$ cat src/rtl/txtPkg.sv
package txtPkg;

  typedef struct packed {
    logic loadFrame;
    logic nextRow;
    logic clearCol;
    logic stepCol;
  } txtStrobe_t;

endpackage

$ cat src/rtl/txtCtrl.sv
module txtCtrl
  import txtPkg::*;
#(
  parameter int LPR_W  = 3,
  parameter int SCAN_W = 4
) (
  input  logic              clk,
  input  logic              rstN,
  input  logic              frameStart,
  input  logic              lineStart,
  input  logic              lineAdvance,
  input  logic              colAdvance,
  input  logic [LPR_W-1:0]  lprCfg,
  output txtStrobe_t        strobe,
  output logic [SCAN_W-1:0] scanLine
);

  localparam int LOW_CODES = 3;
  localparam int HIGH_JUMP = 5;

  logic [SCAN_W-1:0] linesPerRow;
  logic [SCAN_W-1:0] lastScan;
  logic              atLast;

  // Codes below three count linearly; from three upward the count jumps.
  always_comb begin
    if (int'(lprCfg) < LOW_CODES)
      linesPerRow = SCAN_W'(lprCfg) + SCAN_W'(1);
    else
      linesPerRow = SCAN_W'(lprCfg) + SCAN_W'(HIGH_JUMP);
    lastScan = linesPerRow - SCAN_W'(1);
    atLast   = (scanLine == lastScan);
  end

  always_comb begin
    strobe.loadFrame = frameStart;
    strobe.nextRow   = lineAdvance & ~frameStart & atLast;
    strobe.clearCol  = lineStart | frameStart;
    strobe.stepCol   = colAdvance & ~(lineStart | frameStart);
  end

  always_ff @(posedge clk or negedge rstN) begin
    if (!rstN)
      scanLine <= '0;
    else if (frameStart)
      scanLine <= '0;
    else if (lineAdvance)
      scanLine <= atLast ? '0 : scanLine + SCAN_W'(1);
  end

  assert_scan_in_range_R5: assert property (@(posedge clk) disable iff (!rstN)
    scanLine <= lastScan);

  assert_scan_steps_R5: assert property (@(posedge clk) disable iff (!rstN)
    (lineAdvance && !frameStart && !atLast) |=> scanLine == SCAN_W'($past(scanLine) + SCAN_W'(1)));

  assert_frame_wins_R12: assert property (@(posedge clk) disable iff (!rstN)
    frameStart |=> scanLine == '0);

endmodule

$ cat src/rtl/txtPath.sv
module txtPath
  import txtPkg::*;
#(
  parameter int REG_W = 8,
  parameter int OFS_W = 7,
  parameter int COL_W = 8,
  parameter int LPR_W = 3,
  localparam int ADDR_W = 2 * REG_W + 3
) (
  input  logic              clk,
  input  logic              rstN,
  input  txtStrobe_t        strobe,
  input  logic [REG_W-1:0]  startHiIn,
  input  logic [REG_W-1:0]  startLoIn,
  input  logic [1:0]        widthSelIn,
  input  logic              attrEnIn,
  input  logic [OFS_W:0]    hofsIn,
  input  logic [LPR_W-1:0]  lprIn,
  output logic [LPR_W-1:0]  lprCfg,
  output logic [ADDR_W-1:0] fetchAddr,
  output logic              attrByte
);

  localparam int VIRT_CHARS = 1 << OFS_W;

  // Configuration captured at frame start.
  logic [1:0]       cfgWidth;
  logic             cfgAttr;
  logic             cfgWide;
  logic [OFS_W-1:0] cfgOfs;

  logic [ADDR_W-1:0] rowBase;
  logic [COL_W-1:0]  colIdx;

  logic [ADDR_W-1:0] charsPerLine;
  logic [ADDR_W-1:0] rowChars;
  logic [ADDR_W-1:0] rowStride;
  logic [COL_W-1:0]  charIdx;
  logic [OFS_W-1:0]  wrapPos;
  logic [ADDR_W-1:0] charPos;
  logic [ADDR_W-1:0] byteOfs;

  always_comb begin
    unique case (cfgWidth)
      2'b11:   charsPerLine = ADDR_W'(80);
      2'b10:   charsPerLine = ADDR_W'(64);
      2'b01:   charsPerLine = ADDR_W'(40);
      default: charsPerLine = ADDR_W'(32);
    endcase
    rowChars  = cfgWide ? ADDR_W'(VIRT_CHARS) : charsPerLine;
    rowStride = cfgAttr ? (rowChars << 1) : rowChars;
  end

  always_comb begin
    charIdx  = cfgAttr ? (colIdx >> 1) : colIdx;
    attrByte = cfgAttr & colIdx[0];
    wrapPos  = cfgOfs + charIdx[OFS_W-1:0];
    charPos  = cfgWide ? ADDR_W'(wrapPos) : ADDR_W'(charIdx);
    byteOfs  = (cfgAttr ? (charPos << 1) : charPos) + ADDR_W'(attrByte);
    fetchAddr = rowBase + byteOfs;
  end

  always_ff @(posedge clk or negedge rstN) begin
    if (!rstN) begin
      cfgWidth <= '0;
      cfgAttr  <= 1'b0;
      cfgWide  <= 1'b0;
      cfgOfs   <= '0;
      lprCfg   <= '0;
    end else if (strobe.loadFrame) begin
      cfgWidth <= widthSelIn;
      cfgAttr  <= attrEnIn;
      cfgWide  <= hofsIn[OFS_W];
      cfgOfs   <= hofsIn[OFS_W-1:0];
      lprCfg   <= lprIn;
    end
  end

  always_ff @(posedge clk or negedge rstN) begin
    if (!rstN)
      rowBase <= '0;
    else if (strobe.loadFrame)
      rowBase <= {startHiIn, startLoIn, 3'b000};
    else if (strobe.nextRow)
      rowBase <= rowBase + rowStride;
  end

  always_ff @(posedge clk or negedge rstN) begin
    if (!rstN)
      colIdx <= '0;
    else if (strobe.clearCol)
      colIdx <= '0;
    else if (strobe.stepCol)
      colIdx <= colIdx + COL_W'(1);
  end

  assert_frame_base_R2: assert property (@(posedge clk) disable iff (!rstN)
    strobe.loadFrame |=> rowBase == {$past(startHiIn), $past(startLoIn), 3'b000});

  assert_cfg_held_R9: assert property (@(posedge clk) disable iff (!rstN)
    !strobe.loadFrame |=> ($stable(cfgWidth) && $stable(cfgAttr) && $stable(cfgWide)
                           && $stable(cfgOfs) && $stable(lprCfg)));

  assert_row_held_R6: assert property (@(posedge clk) disable iff (!rstN)
    (!strobe.loadFrame && !strobe.nextRow) |=> $stable(rowBase));

  assert_attr_only_when_on_R4: assert property (@(posedge clk) disable iff (!rstN)
    attrByte |-> cfgAttr);

  assert_col_clear_R11: assert property (@(posedge clk) disable iff (!rstN)
    strobe.clearCol |=> colIdx == '0);

endmodule

$ cat src/rtl/txtAddrGen.sv
module txtAddrGen
  import txtPkg::*;
#(
  parameter int REG_W  = 8,
  parameter int OFS_W  = 7,
  parameter int COL_W  = 8,
  parameter int LPR_W  = 3,
  parameter int SCAN_W = 4
) (
  input  logic                   clk,
  input  logic                   rstN,
  input  logic                   frameStart,
  input  logic                   lineStart,
  input  logic                   lineAdvance,
  input  logic                   colAdvance,
  input  logic [REG_W-1:0]       startHi,
  input  logic [REG_W-1:0]       startLo,
  input  logic [1:0]             widthSel,
  input  logic                   attrEn,
  input  logic [OFS_W:0]         hofs,
  input  logic [LPR_W-1:0]       lprCode,
  output logic [2*REG_W+2:0]     fetchAddr,
  output logic                   attrByte,
  output logic [SCAN_W-1:0]      scanInRow
);

  txtStrobe_t       strobe;
  logic [LPR_W-1:0] lprCfg;

  txtCtrl #(.LPR_W(LPR_W), .SCAN_W(SCAN_W)) uCtrl (
    .clk(clk), .rstN(rstN),
    .frameStart(frameStart), .lineStart(lineStart),
    .lineAdvance(lineAdvance), .colAdvance(colAdvance),
    .lprCfg(lprCfg), .strobe(strobe), .scanLine(scanInRow)
  );

  txtPath #(.REG_W(REG_W), .OFS_W(OFS_W), .COL_W(COL_W), .LPR_W(LPR_W)) uPath (
    .clk(clk), .rstN(rstN), .strobe(strobe),
    .startHiIn(startHi), .startLoIn(startLo), .widthSelIn(widthSel),
    .attrEnIn(attrEn), .hofsIn(hofs), .lprIn(lprCode),
    .lprCfg(lprCfg), .fetchAddr(fetchAddr), .attrByte(attrByte)
  );

endmodule

$ cat config.mk
export PLATFORM = sky130hd
export DESIGN_NAME = txtAddrGen
export DESIGN_NICKNAME = d
export VERILOG_FILES = /design/src/rtl/txtPkg.sv /design/src/rtl/txtCtrl.sv /design/src/rtl/txtPath.sv /design/src/rtl/txtAddrGen.sv
export SDC_FILE = /design/constraint.sdc
export NUM_CORES = 1
export LEC_CHECK = 0
export ABC_AREA = 1
export BUFFER_PORTS_ARGS = -buffer_cell sky130_fd_sc_hd__buf_2
export CAP_MARGIN = 20
export CORE_ASPECT_RATIO = 1.2
export CORE_UTILIZATION = 60
export CTS_CLUSTER_DIAMETER = 80
export DETAILED_ROUTE_END_ITERATION = 7
export PLACE_DENSITY = 0.84
export SLEW_MARGIN = 20
export SYNTH_ARGS = -nofsm -noshare
export SYNTH_HDL_FRONTEND = slang
export SYNTH_SLANG_ARGS = --single-unit
$ cat constraint.sdc
create_clock -name clk -period 7.1 [get_ports clk]
set_clock_uncertainty 0.05 [all_clocks]
set_input_delay 1.42 -clock clk [delete_from_list [all_inputs] [get_ports clk]]
set_output_delay 1.42 -clock clk [all_outputs]
set_load 0.05 [all_outputs]
==> impl_metrics.tcl, run 1 <==
set metrics [dict create \
    drcViolationCount 0 \
    grt_first_pass_wirelength_um 14900 \
    root_buffer "clkbuf_8" \
    ant_nets 0 \
    top_usage_layer "met2" \
    cp.required_ps 5630 \
    drtIter0Drc 157 \
    cp_slowest_cell "dfrtp_1" \
    fin_area_mm2 0.00426 \
    cp_top_family "compound AO/OA/AOI/OAI gates" \
    hold_slack_ps 441 \
    core.rowCount 31 \
    grtUsageTotal 0.289 \
    initial_utilization 0.629 \
    synthFlopType "dfrtp_1" \
    dp.cells 694 \
    slew_viol_final 0 \
    arrival_ps 4310 \
    cp_cell_sequence "inv_4 > nand2_4 > nand2_1 > ha_1 > fa_1 > a31oi_1 > xor2_1 > o21ai_0 > nand2_1 > nand2_1 > ha_1 > a21oi_1 > o21ai_0 > a21oi_1 > o21ai_2 > nand2_1 > nand2_1 > nand2_1 > buf_2" \
    gr-total-overflow 0 \
    met3_usage 0.0338 \
    rsz0062_at_grt "no" \
    maxSlewHeadroom 0.474 \
    viasPerCell 5.44 \
    irDropWorstVdd_mv 0.176 \
    wl_um 9480 \
    cts_hold_buf 0 \
    core_area_mm2 0.00609 \
    vias 3824 \
    boundaryPins 60 \
    cp-start-kind "flop" \
    synth_area_per_cell_um2 6.73 \
    dieArea_mm2 0.00671 \
    synth_warnings 0 \
    grt_max_degree 43 \
    clk_pin_slew_ps 100 \
    post_cts_resized 0 \
    fin_crit_ps 5780 \
    yosysSeqAreaShare 0.274 \
    cp_max_fo 26 \
    cts_tree "built" \
    hold_viol 0 \
    dpl_cell_area_mm2 0.00412 \
    hold_class "reg -> reg" \
    async_flop_share 1.00 \
    dp_hpwl_um 7360 \
    cp-end-kind "primary output" \
    yosys-top-cells-area "dfrtp_1 27%, nand2_1 19%, ha_1 8.2%, nand3_1 6.5%, inv_1 5.5%" \
    n_antenna_cell 0 \
    p_leak_nw 2.32 \
    drt-pass1-iter-count 4 \
    synth_area_mm2 0.00383 \
    timing.final.crit_share 0.814 \
    status "complete, no violations" \
    drive_gt1_frac 0.159 \
    netlist_instances 569 \
    powerDensity_mw_per_mm2 255 \
    area_growth_pct 11.2 \
    setup_violations 0 \
    cts_setup_buffers 0 \
    worst_slew_pin_slew_ps 790 \
    cts_buffers 5 \
    yosysUniqueCellTypes 39 \
    synth-edff-count 0 \
    final_cell_mix "196 x nand2_1, 59 x buf_2, 56 x inv_1" \
    drv_cap 0 \
    grt_pass1_vias 3371 \
    final_common_cell "nand2_1" \
    regToRegSetupSlack_ps 4240 \
    clk_latency_ps 310 \
    numClockSinks 42 \
    layout.nets 683 \
    fmax_mhz 173 \
    worstSetupPathType "reg -> out" \
    clock_path_buffers 2 \
    die_h_um 89.5 \
    port_buffers 59 \
    instances_no_fill 703 \
    fin_tns_setup_ps 0 \
    crit_buf_inv 2 \
    path_common_cell "nand2_1" \
    globalRouteMet1Util 0.344 \
    synthesis.nets 632 \
    fp.dieW_um 74.9 \
    ys_ff_latch 42 \
    antenna_found_initial 0 \
    synth_top_area_frac 0.274 \
    groute.layer.met2.usage 0.527 \
    max_stage_delay_ps 870 \
    drt-wirelength-per-cell_um 13.5 \
    place_congestion 0.930 \
    cts.htree.levels 2 \
    synth_largest_area_cell "dfrtp_1" \
]
through the flow:
step | util | power (W) | setup WS [ps]
2_1_floorplan | - | 0.000749 | 2070
3_3_place_gp | 0.676 | 0.000862 | 1820
3_5_place_dp | 0.676 | 0.000871 | 1700
4_1_cts | 0.695 | 0.00108 | 1350
5_1_grt | 0.700 | 0.00115 | 985
6_report | 0.700 | 0.00108 | 1320
power breakdown:
group	switching, W	internal [W]	leakage [nW]
combinational	0.000385	0.000161	1.74
sequential	0.0000559	0.000272	0.527
clock	0.000104	0.000107	0.0563
total	0.000544	0.000540	2.32
cell families (layout without fill, tap and decap cells):
| group | count (synthesis) | after routing | synth area share |
|---|---|---|---|
| fa+ha+maj | 27 | 27 | 0.0921 |
| compound gates | 71 | 71 | 0.105 |
| buf+inv | 75 | 127 | 0.0895 |
| other cells | 1 | 1 | 0.000979 |
| xor+xnor | 23 | 23 | 0.0526 |
| simple gates | 330 | 330 | 0.386 |
| flops | 42 | 42 | 0.274 |
path summary, 6_finish.rpt:
check,start,endpoint,cells after the start
worst max-delay path,uPath.cfgAttr,fetchAddr[15],19
worst min-delay path,uPath.cfgOfs[4],uPath.cfgOfs[4],2
worst max register to register,uPath.cfgAttr,uPath.rowBase[13],12
worst min register to register,uPath.cfgOfs[4],uPath.cfgOfs[4],2
max in group asynchronous,rstN,uCtrl.scanLine[3],2
min in group asynchronous,rstN,uPath.rowBase[17],1
tightest hold or removal path, cell delays in order (launching register included):
cell and delay, ps:
dfrtp_1 360, nand2_1 60, nand2_1 40
cell usage after synthesis, drive strengths merged (5+ instances only):
library cell / n
xor2: 13
nor3: 7
buf: 12
o21ai: 30
clkbuf: 5
nand4: 10
nand3: 58
or2: 7
inv: 58
xnor2: 10
ha: 25
a21oi: 23
o211ai: 9
nor2: 40
nand2: 204
dfrtp: 42
registers in the layout (all words and copies together), names as in the netlist:
signal / count
uPath.cfgOfs: 7
uCtrl.scanLine: 4
uPath.lprCfg: 3
uPath.cfgAttr: 1
uPath.cfgWidth: 2
uPath.cfgWide: 1
uPath.colIdx: 8
uPath.rowBase: 16
area by class of cell:
type | count | area, µm²
inverters | 58 | 223
multi-input cells | 452 | 2440
clock inverters | 3 | 48.8
flip-flops and latches | 42 | 1050
well taps | 82 | 103
repair buffers | 61 | 330
fillers | 552 | 1830
clock buffers | 5 | 68.8
routing by layer:
layer  share of wire  wire [µm]
met1            0.42       4010
met2            0.51       4880
met3           0.039        367
met4           0.024        227
met5               0          0
Power figures use the tool's default switching activity.
==> run 2: changes to the inputs <==
CORE_UTILIZATION = 52   (was 60)
PLACE_DENSITY = 0.77   (was 0.84)
clock period = 4.7 ns   (was 7.1 ns; I/O delays follow)
==> run 2 against run 1 <==
Compared with the run above:
- global-route usage shrank 2.6 points
- hold slack gained 15 ps
- die area grew 15%
- clock power grew 23%
- highest routed layer unchanged
- critical path type unchanged
- sequential power grew 52%
==> impl_metrics.tcl, run 2 (synthesis gave the netlist of run 1 again) <==
set metrics [dict create \
    status "complete, no violations" \
    vias 3863 \
    cp_max_fo 4 \
    setup_violations 0 \
    irDropWorstVdd_mv 0.281 \
    drv_cap 0 \
    grtUsageTotal 0.264 \
    cts_buffers 5 \
    cts.htree.levels 2 \
    rsz0062_at_grt "yes" \
    grt_pass1_vias 3490 \
    switchingPower_w 0.000837 \
    instances_no_fill 715 \
    n_antenna_cell 0 \
    min_to "uPath.cfgOfs[0]" \
    dieArea_mm2 0.00771 \
    powerDensity_mw_per_mm2 374 \
    viasPerCell 5.40 \
    max_stage_delay_ps 430 \
    core.rowCount 33 \
    fmax_mhz 220 \
    fin_ws_ps 159 \
    largest_reg_flops 16 \
    worstSetupPathType "reg -> out" \
    clock_path_buffers 2 \
    clk_pin_slew_ps 90 \
    die_h_um 96.0 \
    numClockSinks 42 \
    dpl_worst_slack_ps 209 \
    arrival_ps 3550 \
    place_congestion 0.959 \
    cp-start-kind "flop" \
    drt-wirelength-per-cell_um 13.7 \
    reg.largest.list "uPath.rowBase (16), uPath.colIdx (8), uPath.cfgOfs (7)" \
    path_common_cell "nand2_1" \
    drt-pass1-iter-count 5 \
    area_growth_pct 15.7 \
    maxSlewHeadroom 0.495 \
    rr_worst_depth 15 \
    clk_latency_ps 300 \
    cp-end-kind "primary output" \
    hold_slack_ps 456 \
    antenna_found_initial 0 \
    cp_slowest_cell "dfrtp_2" \
    power.total_w 0.00166 \
    fin_crit_ps 4540 \
    drive_gt1_frac 0.202 \
    cp_cell_sequence "buf_4 > nand2_1 > nand2_1 > ha_1 > fa_2 > a31oi_1 > xor2_1 > o21ai_1 > nand2_1 > nand2_1 > ha_1 > nand2_1 > inv_1 > a21oi_1 > nor3_1 > o21ai_0 > nand3_1 > nand2_1 > clkbuf_4" \
    hold_start "uPath.cfgOfs[0]" \
    r2r-end "uPath.rowBase[12]" \
    r2r-start "uPath.cfgWide" \
    p_clk_frac 0.157 \
    grt_max_degree 43 \
    dp_hpwl_um 7360 \
    hold_class "reg -> reg" \
    holdPathStages 2 \
    regToRegSetupSlack_ps 2120 \
    drcViolationCount 0 \
    p_leak_nw 2.34 \
    cp.required_ps 3710 \
    port_buffers 59 \
    timing.final.crit_share 0.966 \
    netSwitchingFraction 0.506 \
    final_cell_mix "194 x nand2_1, 56 x inv_1, 52 x buf_2" \
    worst_slew_pin_slew_ps 755 \
    cts_tree "built" \
    slew_viol_final 0 \
    core_area_mm2 0.00698 \
    boundaryPins 60 \
    fp.dieW_um 80.3 \
    dpl_cell_area_mm2 0.00414 \
    dp.cells 702 \
    wl_um 9820 \
    gr-total-overflow 0 \
    root_buffer "clkbuf_8" \
    grt_first_pass_wirelength_um 15700 \
    final_common_cell "nand2_1" \
    cts_hold_buf 0 \
    hold_viol 0 \
    layout.nets 690 \
    comb_power_share 0.541 \
    drtIter0Drc 142 \
    ant_nets 0 \
    intPower_w 0.000819 \
    fin_area_mm2 0.00443 \
    initial_utilization 0.549 \
    regMostFlops "uPath.rowBase" \
    p_seq_frac 0.301 \
]
## run 2: final cells by class
class	count	area, µm²
Clock inverter	1	8.76
Sequential cell	42	1050
Fill cell	648	2550
Clock buffer	7	86.3
Inverter	58	223
Tap cell	87	109
Timing Repair Buffer	68	384
Multi-Input combinational cell	452	2570
## run 2: repair_timing
item | in CTS | in global routing
endpoints found under the setup margin | 13 | 14
gates resized for setup | 1 | 43
buffers inserted | 0 | 5
pin swaps | 0 | 6
## run 2: worst max-delay path by stage
stage             startpoint            end  slack [ps]  cells past startpoint
6_report       uPath.cfgAttr  fetchAddr[18]         160                     19
5_1_grt        uPath.cfgAttr  fetchAddr[18]         -70                     20
4_1_cts        uPath.cfgAttr  fetchAddr[16]           6                     21
3_5_place_dp   uPath.cfgAttr  fetchAddr[16]         210                     21
3_3_place_gp   uPath.cfgAttr  fetchAddr[16]         300                     19
2_1_floorplan  uPath.cfgAttr  fetchAddr[11]         150                     18
## run 2: metal layers
metal,share of wire,up-vias,track usage
li1,-,1972,-
met1,0.41,1743,0.320
met2,0.51,126,0.470
met3,0.052,22,0.0389
met4,0.022,0,0.0952
met5,0,-,0
## run 2: per-stage QoR
stage          TNS (ps)   util
2_1_floorplan         0      -
3_3_place_gp          0  0.594
3_5_place_dp          0  0.594
4_1_cts               0  0.608
5_1_grt            -199  0.635
6_report              0  0.635
## run 2: worst max-delay path, delay by kind of cell, from the launching register on
kind	cells	cell delay [ps]
compound gates	4	590
xor+xnor	1	160
fa+ha+maj	3	950
buf+inv	3	460
flops	1	430
simple gates	8	660
## run 2: power groups by stage
stage               sequential (W)  combinational (W)  clock, W
floorplan                 0.000469           0.000663         0
global placement          0.000498           0.000808         0
detailed placement        0.000500           0.000819         0
CTS                       0.000494           0.000823  0.000266
global route              0.000506           0.000985  0.000282
finish                    0.000499           0.000896  0.000260
==> run 3: changes to the inputs <==
ABC_AREA = default   (was 1)
CORE_UTILIZATION = 51   (was 52)
clock period = 4.1 ns   (was 4.7 ns; I/O delays follow)
==> run 3 against run 2 <==
Compared with the run above:
- core utilization up 12 points
- power shrank 9.6%
- clock power grew 2%
- sequential share of layout area down 1.9 points
- the run now ends with setup timing left
- final area increased by 8.6%
- global-route usage is 0.43 points lower
- synthesized cell count fell by 35%
- critical path depth down 1
- largest cell class unchanged
==> impl_metrics.tcl, run 3 <==
set metrics [dict create \
    fin_ws_ps -886 \
    cp.required_ps 3230 \
    dpl_cell_area_mm2 0.00429 \
    n_antenna_cell 0 \
    root_buffer "clkbuf_8" \
    synth-edff-count 0 \
    netlist_instances 371 \
    powerDensity_mw_per_mm2 311 \
    die_h_um 90.9 \
    largest_reg_flops 16 \
    viasPerCell 5.56 \
    p_seq_frac 0.333 \
    maxSlewHeadroom 0.628 \
    path_common_cell "a21oi_2" \
    worstSetupPathType "reg -> out" \
    intPower_w 0.000903 \
    nFillCells 444 \
    irDropWorstVdd_mv 0.194 \
    clock_path_buffers 2 \
    rsz0062_at_grt "yes" \
    slew_viol_final 0 \
    fin_area_mm2 0.00481 \
    synth_area_per_cell_um2 9.05 \
    drv_cap 0 \
    ff_latch_area_mm2 0.00105 \
    hold_class "in -> async" \
    r2r-start "uPath.cfgAttr" \
    place_congestion 0.868 \
    port_buffers 59 \
    timing.final.crit_share 1.22 \
    numClockSinks 42 \
    netSwitchingFraction 0.397 \
    drcViolationCount 0 \
    boundaryPins 60 \
    cp-end-kind "primary output" \
    yosysSeqAreaShare 0.313 \
    fp.dieW_um 76.1 \
    crit_buf_inv 3 \
    synth_largest_area_cell "dfrtp_1" \
    drive_gt1_frac 0.416 \
    yosys-top-cells-area "dfrtp_1 31%, ha_1 9.3%, xnor2_1 8.1%, mux2_2 6.4%, mux2i_1 4.2%" \
    hold_viol 0 \
    core.rowCount 32 \
    switchingPower_w 0.000594 \
    cp-start-kind "flop" \
    dp_hpwl_um 6190 \
    regToRegSetupSlack_ps 1110 \
    wl_um 8600 \
    antenna_found_initial 0 \
    drt-pass1-iter-count 4 \
    ys_ff_latch 42 \
    async_flop_share 1.00 \
    p_clk_frac 0.177 \
    arrival_ps 4120 \
    synth_warnings 0 \
    max_stage_delay_ps 440 \
    reg.largest.list "uPath.rowBase (16), uPath.colIdx (8), uPath.cfgOfs (7)" \
    synth_most_common_cell "dfrtp_1" \
    cp_max_fo 5 \
    final_cell_mix "42 x buf_2, 41 x buf_4, 41 x dfrtp_1" \
    clk_latency_ps 290 \
    drtIter0Drc 133 \
    area_growth_pct 43.5 \
    fin_crit_ps 4990 \
    grt_first_pass_wirelength_um 14500 \
    synth_top_area_frac 0.313 \
    cts_tree "built" \
    comb_power_share 0.490 \
    grt_pass1_vias 3220 \
    worst_slew_pin_slew_ps 558 \
    synth_area_mm2 0.00336 \
    vias 3080 \
    initial_utilization 0.524 \
    final_common_cell "buf_2" \
    drt-wirelength-per-cell_um 15.5 \
    setup_violations 15 \
    layout.nets 531 \
    p_leak_nw 2.21 \
    multi_input_area_mm2 0.00275 \
    yosysUniqueCellTypes 47 \
    cp_slowest_cell "dfrtp_2" \
    grtUsageTotal 0.259 \
    synthesis.nets 434 \
    status "finished with violations" \
    violations "setup timing" \
    synth.top_cells.by_count "42 x dfrtp_1, 34 x nand2_1, 31 x xnor2_1" \
    grt_max_degree 57 \
    core_area_mm2 0.00641 \
    cp_top_family "compound AO/OA/AOI/OAI gates" \
    rr_worst_depth 12 \
    cp_cell_sequence "mux2_4 > ha_4 > fa_2 > a211oi_2 > o21bai_1 > a21oi_2 > xnor2_2 > mux2i_1 > o22ai_1 > ha_1 > inv_1 > o21a_1 > a21oi_2 > o21ai_4 > buf_12 > nor2_4 > xor2_4 > buf_6" \
    cts_buffers 5 \
    gr-total-overflow 0 \
    clk_pin_slew_ps 80 \
    dpl_worst_slack_ps -695 \
    dieArea_mm2 0.00691 \
    cts.htree.levels 2 \
    ant_nets 0 \
    regMostFlops "uPath.rowBase" \
    fmax_mhz 201 \
    synthFlopType "dfrtp_1" \
    crit_cells 18 \
    r2r-end "uPath.rowBase[9]" \
]
-- run 3: power by group through the flow --
stage / logic, W / clock network [W] / registers [W]
after detailed placement: 0.000600 / 0 / 0.000503
final: 0.000733 / 0.000265 / 0.000499
after CTS: 0.000675 / 0.000274 / 0.000496
after floorplan: 0.000452 / 0 / 0.000495
after global placement: 0.000588 / 0 / 0.000502
after global routing: 0.000783 / 0.000291 / 0.000504
-- run 3: how the worst max path moves through the flow --
| stage | startpoint | end | slack, ps |
|---|---|---|---|
| after floorplan | uPath.cfgAttr | fetchAddr[9] | -480 |
| after global placement | uPath.cfgAttr | fetchAddr[13] | -570 |
| after detailed placement | uPath.cfgAttr | fetchAddr[16] | -690 |
| after CTS | uPath.cfgAttr | fetchAddr[17] | -840 |
| after global routing | uPath.cfgAttr | fetchAddr[17] | -1030 |
| final | uPath.cfgAttr | fetchAddr[11] | -890 |
-- run 3: area by class of cell --
cell class,instances,share of cell area
repair buffers,106,0.163
clock inverters,2,0.00286
multi-input cells,303,0.570
well taps,85,0.0221
clock buffers,6,0.0151
flip-flops and latches,42,0.219
inverters,10,0.00780
-- run 3: kinds of logic (layout without fill, tap and decap cells) --
group                    count (synthesis)  after routing  share of synthesized area
adder cells (fa/ha/maj)                 27             27                      0.105
AO/OA/AOI/OAI                           88             88                      0.168
buffers and inverters                   26            124                     0.0328
other                                    1              1                    0.00112
AND/OR/NAND/NOR                        112            112                      0.164
flip-flops                              42             42                      0.313
multiplexers                            33             33                      0.106
XOR/XNOR                                42             42                      0.110
-- run 3: per-layer routing --
metal | up-vias | global-route usage | wire (µm)
li1 | 1504 | - | -
met2 | 67 | 0.482 | 4670
met3 | 10 | 0.0303 | 222
met4 | 0 | 0.0897 | 119
met5 | - | 0 | 0
met1 | 1499 | 0.306 | 3580
-- run 3: per-stage QoR --
step                      std cells  power [W]   util  hold slack (ps)  TNS (ps)
after floorplan                 371   0.000947      -              437     -4590
after global placement          536    0.00109  0.669              456     -6800
final                           554    0.00150  0.752              461    -11150
after global routing            554    0.00158  0.752              498    -13160
after CTS                       548    0.00144  0.720              495    -10700
after detailed placement        536    0.00110  0.669              461     -8290
-- run 3: repair_timing --
action | CTS | global route
setup buffers | 4 | 8
hold buffers | 0 | 0
resized for setup | 52 | 28
setup endpoints to repair | 15 | 16
pin swaps | 24 | 25
hold endpoints to repair | 0 | 0
